<file path="config.mk">
export PLATFORM = sky130hd
export DESIGN_NAME = berr_bridge_log
export DESIGN_NICKNAME = d
export VERILOG_FILES = /design/src/rtl/berr_pkg.sv /design/src/rtl/berr_rst_sync.sv /design/src/rtl/berr_cfg.sv /design/src/rtl/berr_log.sv /design/src/rtl/berr_escalate.sv /design/src/rtl/berr_bridge_log.sv
export SDC_FILE = /design/constraint.sdc
export NUM_CORES = 1
export LEC_CHECK = 0
export BUFFER_PORTS_ARGS = -buffer_cell sky130_fd_sc_hd__buf_2
export CAP_MARGIN = 20
export CORE_UTILIZATION = 40
export CTS_CLUSTER_DIAMETER = 50
export DETAILED_ROUTE_END_ITERATION = 16
export HOLD_SLACK_MARGIN = 0.15
export PLACE_DENSITY = 0.72
export REMOVE_ABC_BUFFERS = 1
export SLEW_MARGIN = 20
export SYNTH_ARGS = -nofsm -noshare
export SYNTH_HDL_FRONTEND = slang
export SYNTH_SLANG_ARGS = --single-unit
</file>
<file path="constraint.sdc">
create_clock -name clk -period 3 [get_ports clk]
set_input_delay 0.3 -clock clk [delete_from_list [all_inputs] [get_ports clk]]
set_output_delay 0.3 -clock clk [all_outputs]
set_load 0.02 [all_outputs]
</file>
<file path="src/rtl/berr_pkg.sv">
package berr_pkg;

  // control register fields, assigned explicitly from write data bits
  typedef struct packed {
    logic ma_mode;
    logic serr_fwd;
    logic cor_en;
    logic nonfatal_en;
    logic fatal_en;
    logic serr_en;
  } berr_ctl_t;

  typedef enum logic [2:0] {
    A_UP_MASK  = 3'd0,
    A_UP_SEV   = 3'd1,
    A_SB_MASK  = 3'd2,
    A_SB_SEV   = 3'd3,
    A_CTL      = 3'd4,
    A_UP_CLR   = 3'd5,
    A_SB_CLR   = 3'd6,
    A_MISC_CLR = 3'd7
  } berr_addr_e;

  // secondary-side bit positions whose escalation differs
  localparam int SB_SERR   = 0;
  localparam int SB_MA     = 1;
  localparam int SB_TA     = 2;
  localparam int SB_DPE    = 3;
  localparam int SB_POISON = 4;

  typedef enum logic [2:0] {
    RULE_PLAIN,
    RULE_SERR_FWD,
    RULE_MA,
    RULE_FORCE,
    RULE_SILENT
  } berr_rule_e;

  function automatic berr_rule_e rule_for(input bit sb_side, input int idx);
    if (!sb_side) return RULE_PLAIN;
    case (idx)
      SB_SERR:        return RULE_SERR_FWD;
      SB_MA:          return RULE_MA;
      SB_TA, SB_DPE:  return RULE_FORCE;
      SB_POISON:      return RULE_SILENT;
      default:        return RULE_PLAIN;
    endcase
  endfunction

endpackage

</file>
<file path="src/rtl/berr_rst_sync.sv">
module berr_rst_sync (
  input  logic clk,
  input  logic arst_n,
  output logic srst_n
);
  logic [1:0] sync_q;

  // assert asynchronously, release after two clock edges
  always_ff @(posedge clk or negedge arst_n) begin
    if (!arst_n) sync_q <= 2'b00;
    else         sync_q <= {sync_q[0], 1'b1};
  end

  assign srst_n = sync_q[1];
endmodule

</file>
<file path="src/rtl/berr_cfg.sv">
module berr_cfg
  import berr_pkg::*;
#(
  parameter int N_ERR = 8
) (
  input  logic             clk,
  input  logic             rst_n,
  input  logic             we,
  input  logic [2:0]       addr,
  input  logic [N_ERR-1:0] wdata,
  output logic [N_ERR-1:0] up_mask,
  output logic [N_ERR-1:0] up_sev,
  output logic [N_ERR-1:0] sb_mask,
  output logic [N_ERR-1:0] sb_sev,
  output berr_ctl_t        ctl,
  output logic [N_ERR-1:0] up_clr,
  output logic [N_ERR-1:0] sb_clr,
  output logic             cor_clr,
  output logic             sse_clr
);
  logic      wr_upm, wr_ups, wr_sbm, wr_sbs, wr_ctl;
  berr_ctl_t ctl_d;

  always_comb begin
    wr_upm  = we && (addr == A_UP_MASK);
    wr_ups  = we && (addr == A_UP_SEV);
    wr_sbm  = we && (addr == A_SB_MASK);
    wr_sbs  = we && (addr == A_SB_SEV);
    wr_ctl  = we && (addr == A_CTL);
    ctl_d.serr_en     = wdata[0];
    ctl_d.fatal_en    = wdata[1];
    ctl_d.nonfatal_en = wdata[2];
    ctl_d.cor_en      = wdata[3];
    ctl_d.serr_fwd    = wdata[4];
    ctl_d.ma_mode     = wdata[5];
    up_clr  = (we && (addr == A_UP_CLR)) ? wdata : '0;
    sb_clr  = (we && (addr == A_SB_CLR)) ? wdata : '0;
    cor_clr = we && (addr == A_MISC_CLR) && wdata[0];
    sse_clr = we && (addr == A_MISC_CLR) && wdata[1];
  end

  always_ff @(posedge clk or negedge rst_n) begin
    if (!rst_n) begin
      up_mask <= '0;
      up_sev  <= '0;
      sb_mask <= '0;
      sb_sev  <= '0;
      ctl     <= '0;
    end else begin
      if (wr_upm) up_mask <= wdata;
      if (wr_ups) up_sev  <= wdata;
      if (wr_sbm) sb_mask <= wdata;
      if (wr_sbs) sb_sev  <= wdata;
      if (wr_ctl) ctl     <= ctl_d;
    end
  end
endmodule

</file>
<file path="src/rtl/berr_log.sv">
module berr_log #(
  parameter int N_ERR = 8,
  parameter int HDR_W = 32,
  localparam int IW   = $clog2(N_ERR)
) (
  input  logic             clk,
  input  logic             rst_n,
  input  logic [N_ERR-1:0] err,
  input  logic [N_ERR-1:0] mask,
  input  logic [HDR_W-1:0] hdr,
  input  logic [N_ERR-1:0] clr,
  output logic [N_ERR-1:0] sts,
  output logic             log_vld,
  output logic [IW-1:0]    fep,
  output logic [HDR_W-1:0] hdr_log
);
  logic [N_ERR-1:0] cand, sts_d;
  logic [IW-1:0]    pick, fep_d;
  logic             rearm, cap, vld_d;

  always_comb begin
    cand = err & ~mask;
    pick = '0;
    for (int i = N_ERR - 1; i >= 0; i--) begin
      if (cand[i]) pick = IW'(i);
    end
    rearm = log_vld && clr[fep];
    cap   = (|cand) && (!log_vld || rearm);
    sts_d = (sts & ~clr) | err;
    vld_d = cap ? 1'b1 : (rearm ? 1'b0 : log_vld);
    fep_d = cap ? pick : fep;
  end

  // sticky state: only the power-on domain reset reaches these flops
  always_ff @(posedge clk or negedge rst_n) begin
    if (!rst_n) begin
      sts     <= '0;
      log_vld <= 1'b0;
      fep     <= '0;
      hdr_log <= '0;
    end else begin
      sts     <= sts_d;
      log_vld <= vld_d;
      fep     <= fep_d;
      if (cap) hdr_log <= hdr;
    end
  end
endmodule

</file>
<file path="src/rtl/berr_escalate.sv">
module berr_escalate
  import berr_pkg::*;
#(
  parameter int N_ERR   = 8,
  parameter bit SB_SIDE = 1'b0
) (
  input  logic [N_ERR-1:0] err,
  input  logic [N_ERR-1:0] mask,
  input  logic [N_ERR-1:0] sev,
  input  berr_ctl_t        ctl,
  output logic             fatal_req,
  output logic             nonfatal_req
);
  logic [N_ERR-1:0] pass;
  logic             ctl_unused;

  assign ctl_unused = ctl.serr_fwd ^ ctl.ma_mode ^ ctl.cor_en;

  for (genvar i = 0; i < N_ERR; i++) begin : g_bit
    localparam berr_rule_e RULE = rule_for(SB_SIDE, i);
    if (RULE == RULE_SERR_FWD) begin : g_fwd
      assign pass[i] = ctl.serr_fwd | ~mask[i];
    end else if (RULE == RULE_MA) begin : g_ma
      assign pass[i] = ctl.ma_mode | ~mask[i];
    end else if (RULE == RULE_FORCE) begin : g_force
      assign pass[i] = ctl.serr_en | ~mask[i];
    end else if (RULE == RULE_SILENT) begin : g_silent
      logic mask_unused;
      assign mask_unused = mask[i];
      assign pass[i]     = 1'b0;
    end else begin : g_plain
      assign pass[i] = ~mask[i];
    end
  end

  always_comb begin
    fatal_req    = (|(err & pass & sev))  && (ctl.serr_en || ctl.fatal_en);
    nonfatal_req = (|(err & pass & ~sev)) && (ctl.serr_en || ctl.nonfatal_en);
  end
endmodule

</file>
<file path="src/rtl/berr_bridge_log.sv">
module berr_bridge_log
  import berr_pkg::*;
#(
  parameter int N_ERR = 8,
  parameter int HDR_W = 32
) (
  input  logic                     clk,
  input  logic                     por_rst_n,
  input  logic                     warm_rst_n,
  input  logic [N_ERR-1:0]         up_err,
  input  logic [HDR_W-1:0]         up_hdr,
  input  logic [N_ERR-1:0]         sb_err,
  input  logic [HDR_W-1:0]         sb_hdr,
  input  logic                     cor_err,
  input  logic                     cfg_we,
  input  logic [2:0]               cfg_addr,
  input  logic [N_ERR-1:0]         cfg_wdata,
  output logic                     msg_fatal,
  output logic                     msg_nonfatal,
  output logic                     msg_cor,
  output logic [N_ERR-1:0]         up_sts,
  output logic [N_ERR-1:0]         sb_sts,
  output logic                     cor_sts,
  output logic                     sse_sts,
  output logic                     up_log_vld,
  output logic [$clog2(N_ERR)-1:0] up_fep,
  output logic [HDR_W-1:0]         up_hdr_log,
  output logic                     sb_log_vld,
  output logic [$clog2(N_ERR)-1:0] sb_fep,
  output logic [HDR_W-1:0]         sb_hdr_log
);
  logic             cold_n, warm_n, warm_src_n;
  logic [N_ERR-1:0] up_mask, up_sev, sb_mask, sb_sev, up_clr, sb_clr;
  logic             cor_clr, sse_clr;
  berr_ctl_t        ctl;
  logic             up_fat, up_nf, sb_fat, sb_nf;
  logic             fat_d, nf_d, cmsg_d, cor_sts_d, sse_d;

  assign warm_src_n = por_rst_n & warm_rst_n;

  berr_rst_sync u_cold_sync (.clk(clk), .arst_n(por_rst_n),  .srst_n(cold_n));
  berr_rst_sync u_warm_sync (.clk(clk), .arst_n(warm_src_n), .srst_n(warm_n));

  berr_cfg #(.N_ERR(N_ERR)) u_cfg (
    .clk(clk), .rst_n(warm_n), .we(cfg_we), .addr(cfg_addr), .wdata(cfg_wdata),
    .up_mask(up_mask), .up_sev(up_sev), .sb_mask(sb_mask), .sb_sev(sb_sev),
    .ctl(ctl), .up_clr(up_clr), .sb_clr(sb_clr), .cor_clr(cor_clr), .sse_clr(sse_clr)
  );

  berr_log #(.N_ERR(N_ERR), .HDR_W(HDR_W)) u_up_log (
    .clk(clk), .rst_n(cold_n), .err(up_err), .mask(up_mask), .hdr(up_hdr),
    .clr(up_clr), .sts(up_sts), .log_vld(up_log_vld), .fep(up_fep), .hdr_log(up_hdr_log)
  );

  berr_log #(.N_ERR(N_ERR), .HDR_W(HDR_W)) u_sb_log (
    .clk(clk), .rst_n(cold_n), .err(sb_err), .mask(sb_mask), .hdr(sb_hdr),
    .clr(sb_clr), .sts(sb_sts), .log_vld(sb_log_vld), .fep(sb_fep), .hdr_log(sb_hdr_log)
  );

  berr_escalate #(.N_ERR(N_ERR), .SB_SIDE(1'b0)) u_up_esc (
    .err(up_err), .mask(up_mask), .sev(up_sev), .ctl(ctl),
    .fatal_req(up_fat), .nonfatal_req(up_nf)
  );

  berr_escalate #(.N_ERR(N_ERR), .SB_SIDE(1'b1)) u_sb_esc (
    .err(sb_err), .mask(sb_mask), .sev(sb_sev), .ctl(ctl),
    .fatal_req(sb_fat), .nonfatal_req(sb_nf)
  );

  always_comb begin
    fat_d     = up_fat | sb_fat;
    nf_d      = up_nf | sb_nf;
    cmsg_d    = cor_err & ctl.cor_en;
    cor_sts_d = (cor_sts & ~cor_clr) | cor_err;
    sse_d     = (sse_sts & ~sse_clr) | ((fat_d | nf_d) & ctl.serr_en);
  end

  always_ff @(posedge clk or negedge warm_n) begin
    if (!warm_n) begin
      msg_fatal    <= 1'b0;
      msg_nonfatal <= 1'b0;
      msg_cor      <= 1'b0;
      cor_sts      <= 1'b0;
      sse_sts      <= 1'b0;
    end else begin
      msg_fatal    <= fat_d;
      msg_nonfatal <= nf_d;
      msg_cor      <= cmsg_d;
      cor_sts      <= cor_sts_d;
      sse_sts      <= sse_d;
    end
  end
endmodule

</file>
==> metrics.yaml <==
power_leakage_uw: 0.00388
htreeDepth: 4
finalClockSkew_ps: 7.22
worstHoldPathType: "primary input to asynchronous set/reset pin"
place.gp.congestion: 0.900
wire_per_inst_microns: 17.8
port_buffers: 188
synth_area_per_cell_sq_um: 13.8
insertion_delay_ps: 420
cts_sinks: 134
route.vias.total: 4617
num-nets-final: 808
power_density_nw_per_um2: 896
setup_viol: 0
crit_path_start_kind: "register"
synth_mux_area_share_pct: 23.1
outcome: "finished clean"
drc: 0
layout_min_cycle_time_ps: 2460
yosys.area_share.simple_pct: 9.87
arrival_ps: 2760
worstSetupPathType: "register to register"
place_hpwl_mm: 10.9
die_height_microns: 124
max_freq_mhz: 407
seq_area_frac_synth_pct: 56.6
synth_top_family_by_area: "multiplexers"
rsz0062_at_grt: "no"
synthToLayoutAreaGrowth_pct: 42.5
slew_headroom_pct: 40.8
grt_pass1_wl_mm: 25.3
grt_max_degree: 63
ioPinCount: 189
holdWs_ps: 201
critical_path.max_fanout: 32
drtAntennaViolNets: 0
cp-end-kind: "register"
vias_per_cell: 5.08
synth_fa_ha_area_share_pct: 0
die_w_microns: 124
ys_warn_count: 0
dieArea_sq_um: 15300
grtUsageTotal_pct: 22.5
rrSetupSlack_ps: 540
ctsLongestPathBuffers: 2
synthDistinctLibCells: 52
crit_end: "u_up_log.hdr_log[0]$_DFFE_PN0P_"
r2r_cells: 5
synth_cells: 430
fin_crit_sh_pct: 81.8
cp-startpoint: "u_up_log.fep[2]$_DFFE_PN0P_"
r2r_start: "u_up_log.fep[2]$_DFFE_PN0P_"
drv_cap: 0
synth_xor_area_share_pct: 0
start_util_pct: 40.9
regToRegEndpoint: "u_up_log.hdr_log[0]$_DFFE_PN0P_"
cts_root_buffer: "clkbuf_16"
synth_compound_area_share_pct: 7.39
drv_slew: 0
worstPathRequired_ps: 3310
clk_pin_slew_worst_paths_ps: 60
irDropWorstVdd_v: 0.000611
synth.ff_latch_count: 134
row_count: 44
grt-ovfl-total: 0
cts_tree: "done"
first_iter_violations: 203
synth_area_sq_um: 5920
dr.pass1.iters: 4
final_hold_viol_count: 0
fp.coreArea_sq_um: 14500
drive_gt1_share_pct: 46.5
grt_antenna_before_repair: 0
tightest_slew_ps: 881
setup_tns_ps: 0
routed_wl_mm: 16.2
cts_resized: 0
grt_pass1_vias: 4824
fill_cells: 1150
cts_made_buffers: 17
n_antenna_cell: 0
-- metrics by stage --
step	power, uW	cells	utilization [%]	worst slack, ps	instance area, sq um
after floorplan	4400	417	-	308	5780
after global placement	5200	794	48.3	677	6990
after detailed placement	5290	794	48.3	543	6990
after CTS	7580	909	58.3	541	8440
after global routing	7930	909	58.3	451	8440
final	7560	909	58.3	545	8440
-- state kept, by name, indices dropped and copies added (netlist names), 3 cells and up --
signal / flops
u_up_log.hdr_log: 32
u_cfg.up_mask: 8
u_sb_log.sts: 8
u_up_log.sts: 8
u_cfg.up_sev: 8
u_cfg.sb_sev: 7
u_up_log.fep: 3
u_sb_log.fep: 3
u_cfg.sb_mask: 8
u_sb_log.hdr_log: 32
u_cfg.ctl: 6
-- cell usage after synthesis (all sizes together) --
| cell type | instances | share of area, % |
|---|---|---|
| dfrtp | 134 | 57 |
| mux2 | 101 | 21 |
| nand2 | 39 | 2.5 |
| nand2b | 18 | 2.2 |
| a21o | 17 | 2.2 |
| buf | 14 | 2.5 |
| nor2b | 12 | 1.3 |
| a21oi | 11 | 1.1 |
| nor2 | 11 | 0.70 |
| o21ai | 11 | 1.1 |
| nand3 | 7 | 0.59 |
| inv | 6 | 0.38 |
| and2 | 4 | 0.42 |
| mux4 | 4 | 1.6 |
| o22ai | 4 | 0.42 |
| a2111oi | 3 | 0.44 |
| and3b | 3 | 0.44 |
| nand4 | 3 | 0.32 |
| nor3 | 3 | 0.34 |
| o21bai | 2 | 0.25 |
| or2 | 2 | 0.21 |
| a211oi | 1 | 0.13 |
| a221o | 1 | 0.17 |
| a22oi | 1 | 0.13 |
| a31oi | 1 | 0.11 |
| a32oi | 1 | 0.15 |
| and4 | 1 | 0.19 |
| and4b | 1 | 0.17 |
| conb | 1 | 0.063 |
| mux2i | 1 | 0.38 |
| nand3b | 1 | 0.13 |
| nand4b | 1 | 0.15 |
| nor3b | 1 | 0.21 |
| o2111a | 1 | 0.19 |
| o2111ai | 1 | 0.15 |
| o21a | 1 | 0.13 |
| o22a | 1 | 0.15 |
| o31a | 1 | 0.15 |
| o31ai | 1 | 0.13 |
| o32a | 1 | 0.17 |
| o41ai | 1 | 0.15 |
| or3 | 1 | 0.11 |
-- report_power, final --
group / switching, uW / internal (uW) / total, uW
sequential: 441 / 2420 / 2860
combinational: 1330 / 1200 / 2530
clock: 794 / 1370 / 2170
total: 2570 / 5000 / 7560
-- what timing repair did --
| item | in CTS | in global routing |
|---|---|---|
| endpoints found under the hold margin | 86 | 0 |
| setup buffers | 0 | 0 |
| hold buffers | 83 | 0 |
-- per-layer routing --
layer	track usage [%]	part of all wire (%)	up-vias
met5	0	0	-
met4	9.26	2.4	0
met1	27.8	41	2297
met2	36.8	50	189
met3	6.55	6.8	36
li1	-	-	2095
-- logic make-up (layout without fill, tap and decap cells) --
kind of cell,count (synthesis),in the layout
AO/OA/AOI/OAI,61,61
buffers and inverters,20,314
flip-flops,134,134
multiplexers,106,106
other,1,2
AND/OR/NAND/NOR,108,108
-- worst min path at each step --
stage                                       to       from  cells past startpoint
2_1_floorplan  u_cold_sync.sync_q[0]$_DFF_PN0_  por_rst_n                      0
3_3_place_gp   u_cold_sync.sync_q[0]$_DFF_PN0_  por_rst_n                      1
3_5_place_dp   u_cold_sync.sync_q[1]$_DFF_PN0_  por_rst_n                      1
4_1_cts        u_cold_sync.sync_q[1]$_DFF_PN0_  por_rst_n                      2
5_1_grt        u_cold_sync.sync_q[0]$_DFF_PN0_  por_rst_n                      2
6_report       u_cold_sync.sync_q[0]$_DFF_PN0_  por_rst_n                      2
-- final cells by class --
type | count | area [sq um] | share of cell area, %
flip-flops and latches | 134 | 3360 | 39.8
multi-input cells | 277 | 2400 | 28.4
repair buffers | 276 | 1810 | 21.4
clock buffers | 21 | 470 | 5.58
well taps | 184 | 230 | 2.73
clock inverters | 11 | 148 | 1.75
inverters | 6 | 22.5 | 0.267
-- placed cells by master, fill, tap and decap left out, drive strengths merged, types with 4 or more instances in the layout --
master,synthesis,layout
nand2,39,39
dfrtp,134,134
a21oi,11,11
inv,6,7
o21ai,11,11
mux4,4,4
a21o,17,17
buf,14,193
and2,4,4
nand3,7,7
clkbuf,0,21
clkinvlp,0,4
nor2,11,11
o22ai,4,4
dlygate4sd3,0,83
nand2b,18,18
nor2b,12,12
mux2,101,101
-- worst max-delay path, cell delays in order, from the launching register on --
cell and delay (ps):
dfrtp_1 430, mux4_1 640, mux2i_4 250, o21ai_4 100, nand2b_4 490, mux2_2 400
(Power assumes the default switching activity.)
